--- config.mk ---
export PLATFORM = sky130hd
export DESIGN_NAME = alu16_nzcv
export DESIGN_NICKNAME = d
export VERILOG_FILES = /design/src/rtl/alu16_pkg.sv /design/src/rtl/alu_slice4.sv /design/src/rtl/alu16_chain.sv /design/src/rtl/alu16_side.sv /design/src/rtl/alu16_flags.sv /design/src/rtl/alu16_nzcv.sv
export SDC_FILE = /design/constraint.sdc
export NUM_CORES = 1
export LEC_CHECK = 0
export BUFFER_PORTS_ARGS = -buffer_cell sky130_fd_sc_hd__buf_4
export CORE_MARGIN = 10
export CORE_UTILIZATION = 47
export DETAILED_ROUTE_END_ITERATION = 8
export GPL_ROUTABILITY_DRIVEN = 0
export PLACE_DENSITY = 0.7
export SLEW_MARGIN = 10
export SYNTH_ARGS = -nofsm -noshare
export SYNTH_HDL_FRONTEND = slang
export SYNTH_SLANG_ARGS = --single-unit
--- constraint.sdc ---
create_clock -name clk_i -period 6.87 [get_ports clk_i]
set_input_delay 0.3435 -clock clk_i [delete_from_list [all_inputs] [get_ports clk_i]]
set_output_delay 0.3435 -clock clk_i [all_outputs]
set_load 0.05 [all_outputs]
--- src/rtl/alu16_pkg.sv ---
package alu16_pkg;
  typedef enum logic [1:0] {
    OP_SLICE = 2'd0,
    OP_SWAP  = 2'd1,
    OP_SHR   = 2'd2,
    OP_SEXT  = 2'd3
  } alu_op_e;

  typedef struct packed {
    logic n;
    logic z;
    logic c;
    logic v;
  } flags_t;
endpackage

--- src/rtl/alu_slice4.sv ---
module alu_slice4 #(
  parameter int unsigned SW = 4
) (
  input  logic [SW-1:0] a_i,
  input  logic [SW-1:0] b_i,
  input  logic [3:0]    sel_i,
  input  logic          mode_i,
  input  logic          cin_i,
  output logic [SW-1:0] f_o,
  output logic          cout_o,
  output logic          x_msb_o,
  output logic          y_msb_o
);
  logic [SW-1:0] x, y, lf;
  logic [SW:0]   sum;

  // sum-based functions decompose as X + Y + cin
  always_comb begin
    x   = a_i | (b_i & {SW{sel_i[0]}}) | (~b_i & {SW{sel_i[1]}});
    y   = (a_i & ~b_i & {SW{sel_i[2]}}) | (a_i & b_i & {SW{sel_i[3]}});
    sum = {1'b0, x} + {1'b0, y} + {{SW{1'b0}}, cin_i};
  end

  always_comb begin
    unique case (sel_i)
      4'd0:  lf = ~a_i;
      4'd1:  lf = ~(a_i | b_i);
      4'd2:  lf = ~a_i & b_i;
      4'd3:  lf = '0;
      4'd4:  lf = ~(a_i & b_i);
      4'd5:  lf = ~b_i;
      4'd6:  lf = a_i ^ b_i;
      4'd7:  lf = a_i & ~b_i;
      4'd8:  lf = ~a_i | b_i;
      4'd9:  lf = ~(a_i ^ b_i);
      4'd10: lf = b_i;
      4'd11: lf = a_i & b_i;
      4'd12: lf = '1;
      4'd13: lf = a_i | ~b_i;
      4'd14: lf = a_i | b_i;
      default: lf = a_i;
    endcase
  end

  assign f_o     = mode_i ? lf : sum[SW-1:0];
  assign cout_o  = sum[SW];
  assign x_msb_o = x[SW-1];
  assign y_msb_o = y[SW-1];
endmodule

--- src/rtl/alu16_chain.sv ---
module alu16_chain #(
  parameter int unsigned WIDTH = 16,
  parameter int unsigned SW    = 4
) (
  input  logic [WIDTH-1:0] a_i,
  input  logic [WIDTH-1:0] b_i,
  input  logic [3:0]       sel_i,
  input  logic             mode_i,
  input  logic             cin_ni,
  output logic [WIDTH-1:0] f_o,
  output logic             cout_o,
  output logic             x_msb_o,
  output logic             y_msb_o
);
  localparam int unsigned NSL = WIDTH / SW;

  logic [NSL:0]   carry;
  logic [NSL-1:0] xm, ym;

  assign carry[0] = ~cin_ni;

  for (genvar i = 0; i < NSL; i++) begin : g_slice
    alu_slice4 #(.SW(SW)) u_slice (
      .a_i    (a_i[i*SW +: SW]),
      .b_i    (b_i[i*SW +: SW]),
      .sel_i  (sel_i),
      .mode_i (mode_i),
      .cin_i  (carry[i]),
      .f_o    (f_o[i*SW +: SW]),
      .cout_o (carry[i+1]),
      .x_msb_o(xm[i]),
      .y_msb_o(ym[i])
    );
  end

  assign cout_o  = carry[NSL];
  assign x_msb_o = xm[NSL-1];
  assign y_msb_o = ym[NSL-1];
endmodule

--- src/rtl/alu16_side.sv ---
module alu16_side #(
  parameter int unsigned WIDTH = 16
) (
  input  logic [WIDTH-1:0] a_i,
  output logic [WIDTH-1:0] swap_o,
  output logic [WIDTH-1:0] shr_o,
  output logic             shr_out_o,
  output logic [WIDTH-1:0] sext_o
);
  localparam int unsigned HALF = WIDTH / 2;

  assign swap_o    = {a_i[HALF-1:0], a_i[WIDTH-1:HALF]};
  assign shr_o     = {1'b0, a_i[WIDTH-1:1]};
  assign shr_out_o = a_i[0];
  assign sext_o    = {{HALF{a_i[HALF-1]}}, a_i[HALF-1:0]};
endmodule

--- src/rtl/alu16_flags.sv ---
module alu16_flags
  import alu16_pkg::*;
#(
  parameter int unsigned WIDTH = 16
) (
  input  logic             clk_i,
  input  logic             rst_ni,
  input  logic             we_i,
  input  alu_op_e          op_i,
  input  logic             mode_i,
  input  logic [WIDTH-1:0] res_i,
  input  logic             cout_i,
  input  logic             x_msb_i,
  input  logic             y_msb_i,
  input  logic             shr_out_i,
  output flags_t           flags_o
);
  flags_t nxt, q;

  always_comb begin
    nxt.n = res_i[WIDTH-1];
    nxt.z = ~|res_i;
    nxt.c = 1'b0;
    nxt.v = 1'b0;
    unique case (op_i)
      OP_SLICE: if (!mode_i) begin
        nxt.c = cout_i;
        nxt.v = (x_msb_i == y_msb_i) && (res_i[WIDTH-1] != x_msb_i);
      end
      OP_SHR:  nxt.c = shr_out_i;
      default: ;
    endcase
  end

  always_ff @(posedge clk_i or negedge rst_ni) begin
    if (!rst_ni)   q <= '0;
    else if (we_i) q <= nxt;
  end

  assign flags_o = q;
endmodule

--- src/rtl/alu16_nzcv.sv ---
module alu16_nzcv
  import alu16_pkg::*;
#(
  parameter int unsigned WIDTH = 16,
  parameter int unsigned SW    = 4
) (
  input  logic             clk_i,
  input  logic             rst_ni,
  input  logic [WIDTH-1:0] a_i,
  input  logic [WIDTH-1:0] b_i,
  input  logic [1:0]       op_i,
  input  logic [3:0]       sel_i,
  input  logic             mode_i,
  input  logic             cin_ni,
  input  logic             flag_we_i,
  output logic [WIDTH-1:0] res_o,
  output logic             flag_n_o,
  output logic             flag_z_o,
  output logic             flag_c_o,
  output logic             flag_v_o
);
  alu_op_e          op;
  logic [WIDTH-1:0] slice_f, swap_f, shr_f, sext_f;
  logic             cout, xm, ym, shr_out;
  flags_t           flags;

  assign op = alu_op_e'(op_i);

  alu16_chain #(.WIDTH(WIDTH), .SW(SW)) u_chain (
    .a_i    (a_i),
    .b_i    (b_i),
    .sel_i  (sel_i),
    .mode_i (mode_i),
    .cin_ni (cin_ni),
    .f_o    (slice_f),
    .cout_o (cout),
    .x_msb_o(xm),
    .y_msb_o(ym)
  );

  alu16_side #(.WIDTH(WIDTH)) u_side (
    .a_i      (a_i),
    .swap_o   (swap_f),
    .shr_o    (shr_f),
    .shr_out_o(shr_out),
    .sext_o   (sext_f)
  );

  always_comb begin
    unique case (op)
      OP_SWAP: res_o = swap_f;
      OP_SHR:  res_o = shr_f;
      OP_SEXT: res_o = sext_f;
      default: res_o = slice_f;
    endcase
  end

  alu16_flags #(.WIDTH(WIDTH)) u_flags (
    .clk_i    (clk_i),
    .rst_ni   (rst_ni),
    .we_i     (flag_we_i),
    .op_i     (op),
    .mode_i   (mode_i),
    .res_i    (res_o),
    .cout_i   (cout),
    .x_msb_i  (xm),
    .y_msb_i  (ym),
    .shr_out_i(shr_out),
    .flags_o  (flags)
  );

  assign flag_n_o = flags.n;
  assign flag_z_o = flags.z;
  assign flag_c_o = flags.c;
  assign flag_v_o = flags.v;
endmodule

Word level (Yosys, flattened, before mapping) --
Cells that the tools add are included.
Storage, ports and cells: bits in registers 4, input port bits 43, output and inout bits 20, word-level logic and storage cells 125
Cells by class: add/sub/neg operators 8, eq/ne operators 19, multiplexer cells 12, bitwise operators 77, reduce and logical (&&, ||, !) cells 5
Operator list (count):
- case mux 4 bit (15 select lines) | 4
- AND 4 bit | 28
- OR 4 bit | 24
- NOT 4 bit | 20
- case mux 16 bit (3 select lines) | 1
- == test 4 bit, second input constant | 7
- adder 4 x 4 -> 5 bit | 4
- adder 5 x 1 -> 5 bit | 4
- == test 4 x 3 -> 1 bit, second input constant | 4
- two-way mux 4 bit | 4
- OR reduction 16 bit | 1
- bitwise XOR 4 bit | 4
- == test 4 x 2 -> 1 bit, second input constant | 2
- == test 2 bit, second input constant | 2
- == test 4 x 1 -> 1 bit, second input constant | 1
- zero test 4 bit | 1
- == test 2 x 1 -> 1 bit, second input constant | 1
- zero test 2 bit | 1
- two-way mux 2 bit | 1
- case mux 1 bit (2 select lines) | 1
- == test 1 bit | 1
- logical AND 1 bit | 1
- zero test 1 bit | 1
- two-way mux 1 bit | 1
- other kinds (2) | 2

Depth between registers and ports, before layout --
depth in word-level cells 15, mapped depth 28, depth with buffers taken out 25

By module --
Synthesis repeated with hierarchy kept, for this count alone.
Unflattened totals: cell total of the unflattened synthesis 741, area, all modules 5515.3 sq um
By module, submodules not included:
- alu_slice4 (u_chain.g_slice[1].u_slice ...) | instances 3, cells each 164, area an instance 1102.3 sq um, sequential area each 0.0 sq um
- alu_slice4 (u_chain.g_slice[0].u_slice) | instances 1, cells each 155, area an instance 1171.1 sq um, sequential area each 0.0 sq um
- alu16_nzcv | instances 1, cells each 20, area an instance 424.2 sq um, sequential area each 0.0 sq um
- alu16_side | instances 1, cells each 50, area an instance 371.6 sq um, sequential area each 0.0 sq um
- alu16_flags | instances 1, cells each 23, area an instance 237.7 sq um, sequential area each 100.1 sq um
- alu16_chain | instances 1, cells each 1, area an instance 3.8 sq um, sequential area each 0.0 sq um

Worst setup path before layout --
OpenSTA, ideal clock, no wires.
path kind input port to flip-flop, start in sel_i[2], end reg u_flags.q (netlist bit u_flags.flags_o[2]), data arrival time 7.614 ns, slack -0.864 ns, stages 28, buffers on the path 5, path through buf_6 > buf_4 > buf_2 > buf_2 > buf_1 > a22o_1 > fa_1 > fa_1 > a21o_1 > a21o_1 > fa_1 > fa_1 > a21o_1 > a21o_1 > fa_1 > fa_1 > a21o_1 > a21o_1 > fa_1 > inv_1 > fa_1 > xor2_1 > o21ai_0 > nor4_1 > a31oi_1 > nor3b_1 > and4_1 > a31o_1
Between the ends: word-level cells in the longest chain between the ends 11
Ends and longest elaborated chain:
- from (decl) | RTL line alu16_nzcv.sv:12 | input logic [3:0] sel_i,
- AND 4 bit | RTL line alu_slice4.sv:20 | y = (a_i & ~b_i & {SW{sel_i[2]}}) | (a_i & b_i & {SW{sel_i[3]}});
- OR 4 bit | RTL line alu_slice4.sv:20
- adder 4 x 4 -> 5 bit | RTL line alu_slice4.sv:21 | sum = {1'b0, x} + {1'b0, y} + {{SW{1'b0}}, cin_i};
- adder 5 x 1 -> 5 bit (4 in series) | RTL line alu_slice4.sv:21
- two-way mux 4 bit * | RTL line alu_slice4.sv:45 | assign f_o = mode_i ? lf : sum[SW-1:0];
- case mux 16 bit (3 select lines) * | RTL line alu16_nzcv.sv:50 | unique case (op)
- via res_o[14] | RTL line alu16_nzcv.sv:16 | output logic [WIDTH-1:0] res_o,
- OR reduction 16 bit * | RTL line alu16_flags.sv:22 | nxt.z = ~|res_i;
- zero test 1 bit * | RTL line alu16_flags.sv:22
- to (signal assigned) | RTL line alu16_flags.sv:37 | else if (we_i) q <= nxt;
- to (decl) | RTL line alu16_flags.sv:18 | flags_t nxt, q;
Mark *: on every way through the listed nets, which the timed path passes. The rest lies on a longest branch. A chain may end at the register's enable or synchronous reset.

Final worst setup path --
start in b_i[0], end out res_o[13]
Between the ends: word-level cells in the longest chain between the ends 11
Ends and longest elaborated chain:
- from (decl) | RTL line alu16_nzcv.sv:10 | input logic [WIDTH-1:0] b_i,
- NOT 4 bit | RTL line alu_slice4.sv:19, alu_slice4.sv:20
- AND 4 bit (2 in series) | RTL line alu_slice4.sv:20
- OR 4 bit | RTL line alu_slice4.sv:20
- adder 4 x 4 -> 5 bit * | RTL line alu_slice4.sv:21
- adder 5 x 1 -> 5 bit * (4 in series) | RTL line alu_slice4.sv:21
- two-way mux 4 bit * | RTL line alu_slice4.sv:45
- case mux 16 bit (3 select lines) * | RTL line alu16_nzcv.sv:50
- to (decl) | RTL line alu16_nzcv.sv:16
Mark *: on every way between the ends. The rest lies on a longest branch, timed or not.

==> flow_metrics.env <==
export IMPL_status="complete, no violations"
export IMPL_pwr_share_clk_pct=9.3
export IMPL_synth_edf_count=0
export IMPL_grt_pass1_wl_um=29800
export IMPL_dp_hpwl_um=14200
export IMPL_cts_tree="yes"
export IMPL_cts_buffer_depth=2
export IMPL_cap_violations=0
export IMPL_clk_pin_slew_ns=0.03
export IMPL_synth_nets=788
export IMPL_first_pass_iters=5
export IMPL_finClkSkew_ns=0
export IMPL_numCtsBuffers=3
export IMPL_fin_nets=810
export IMPL_grt_pass1_vias=5365
export IMPL_drt_wl_total_um=19100
export IMPL_die_h_um=122
export IMPL_syn_inst=661
export IMPL_yosys_top_cells_area="ha_1 20%, o21ai_0 4.8%, nand2_1 3.8%"
export IMPL_synthArstFlopShare_pct=100
export IMPL_path_max_fanout=5
export IMPL_insertion_delay_ns=0.22
export IMPL_seq_power_share_pct=4.9
export IMPL_synth_area_um2=4870
export IMPL_fin_crit_sh_pct=97.3
export IMPL_die_area_um2=14800
export IMPL_critPathLaunchType="input pin"
export IMPL_p_comb_share_pct=85.8
export IMPL_detail_route_wl_per_cell_um=23.4
export IMPL_core_um2=10200
export IMPL_leakagePower_uw=0.00236
export IMPL_io_pins=63
export IMPL_yosys_register_bits=4
export IMPL_grt_total_usage_pct=24.8
export IMPL_fin_setup_tns_ns=0
export IMPL_peakVddDrop_v=0.0000855
export IMPL_area_growth_pct=10.4
export IMPL_drt_antenna_violating_nets=0
export IMPL_antenna_cells=0
export IMPL_die_w_um=122
export IMPL_hold_violations=0
export IMPL_layout_common_cells="76 x ha_1, 71 x buf_4, 49 x nand2_1, 47 x inv_1, 46 x o21ai_0"
export IMPL_root_buffer="clkbuf_8"
export IMPL_start_util_pct=47.8
export IMPL_cts_setup_buffers=0
export IMPL_first_iter_violations=1102
export IMPL_rows=37
export IMPL_ys_flop_type="dfrtp_1"
export IMPL_setup_viol=0
export IMPL_avgSynthCellArea_um2=7.36
export IMPL_rsz0062_at_grt="no"
export IMPL_path_class="in2out"
export IMPL_finalMaxSlewViolations=0
export IMPL_drive_gt1_share_pct=16.0
export IMPL_vias=5679
export IMPL_synth_area_leader_cell="ha_1"
export IMPL_ys_seq_area_share_pct=2.06
export IMPL_grt_overflow_total=0
export IMPL_htree_levels=1
export IMPL_drc=0
export IMPL_period_minus_slack_ns=6.68
export IMPL_final_common_cell="ha_1"
export IMPL_p_per_area_nw_per_um2=99.0
export IMPL_grt_max_degree=77
export IMPL_end_kind="output port"
export IMPL_routed_via_density=6.95
export IMPL_numPortBuffers=62
export IMPL_arrival_ns=6.34
export IMPL_relSlewSlack_pct=24.7
export IMPL_cp_data_required_time_ns=6.53
export IMPL_p_switching_uw=300
export IMPL_largest_reg_flops=4
export IMPL_holdCritPathClass="in2reg"
export IMPL_nFillCells=1008
export IMPL_synth_top_area_share_pct=19.5
export IMPL_internal_power_uw=231
export IMPL_antenna_found_initial=0
export IMPL_clock_fmax_mhz=150
export IMPL_power_uw=532
export IMPL_yosys_warnings=0
export IMPL_p_sw_share_pct=56.5
export IMPL_yosysUniqueCellTypes=76
export IMPL_tightest_slew_ns=1.13
export IMPL_cts_sinks=4
## layout make-up
class	count	area (um2)	area share, %
clock buffers	3	41.3	0.768
flip-flops and latches	4	100	1.86
multi-input cells	551	4310	80.3
well taps	136	170	3.17
repair buffers	74	566	10.5
inverters	49	184	3.42
## logic make-up after synthesis
logic type               Yosys count  share of synthesized area [%]
buffers and inverters            106                           10.4
flip-flops                         4                           2.06
multiplexers                      22                           5.27
AO/OA/AOI/OAI                    259                           38.3
AND/OR/NAND/NOR                  177                           19.5
adder cells (fa/ha/maj)           84                           22.8
XOR/XNOR                           9                           1.62
## final timing paths
kind / startpoint / end / slack (ns) / cells after the start
max in group asynchronous: rst_ni / u_flags.flags_o[3]$_DFFE_PN0P_ / 6.30 / 2
worst max register to register: u_flags.flags_o[2]$_DFFE_PN0P_ / u_flags.flags_o[2]$_DFFE_PN0P_ / 6.08 / 2
worst max-delay path: b_i[0] / res_o[13] / 0.19 / 23
min in group asynchronous: rst_ni / u_flags.flags_o[1]$_DFFE_PN0P_ / 0.46 / 2
worst min register to register: u_flags.flags_o[3]$_DFFE_PN0P_ / u_flags.flags_o[3]$_DFFE_PN0P_ / 0.51 / 1
worst min-delay path: flag_we_i / u_flags.flags_o[1]$_DFFE_PN0P_ / 0.37 / 2
## through the flow
stage | setup slack, ns | instances | cell area (um2) | utilization (%) | hold WS, ns
final | 0.187 | 817 | 5380 | 52.8 | 0.374
after global routing | 0.0147 | 817 | 5380 | 52.8 | 0.394
after CTS | 0.177 | 817 | 5360 | 52.6 | 0.374
after detailed placement | 0.121 | 813 | 5300 | 52.1 | 0.144
after global placement | 0.258 | 813 | 5300 | 52.1 | 0.141
after floorplan | 0.0262 | 661 | 4910 | - | 0.0479
## what timing repair did
action,in CTS,in global routing
endpoints found under the setup margin,0,2
hold buffers,1,0
hold endpoints to repair,4,0
gates resized for setup,0,4
## worst max-delay path: stages
cell     delay [ns]
buf_4          0.11
inv_1          0.07
ha_1           0.22
a22o_1         0.23
fa_2           0.39
fa_2           0.41
a21o_1         0.17
a21o_1         0.21
fa_2           0.42
fa_2           0.42
a21o_1         0.17
a21o_1         0.19
fa_2           0.41
fa_2           0.40
a21o_1         0.18
a21o_1         0.20
fa_1           0.47
inv_1          0.10
fa_1           0.38
o311a_1        0.35
a31oi_1        0.17
or2_2          0.15
buf_6          0.15
## cell usage after synthesis, drive strengths merged, types with 10 or more instances
library cell,number
ha,76
nand2,49
o21ai,49
inv,48
buf,46
a21oi,30
nor2,27
o211ai,24
a22o,20
nor2b,20
nand2b,16
a31oi,15
o22ai,13
a21o,11
clkbuf,11
mux2i,11
a221oi,10
## layer usage
metal,vias up,share of wire [%],routed length [um],GRT usage [%]
met4,0,5.7,1090,12.1
li1,2548,-,-,-
met2,430,41,7920,36.7
met3,92,14,2740,6.57
met5,-,0,0,0
met1,2609,39,7370,32.4
## power groups by stage
stage	sequential, uW	clock (uW)	combinational, uW
floorplan	32.6	0	301
detailed placement	26.7	0	440
global placement	26.5	0	432
global route	26.6	50.6	489
finish	26.3	49.4	456
CTS	26.4	50.0	442
Power figures use the tool's default switching activity.
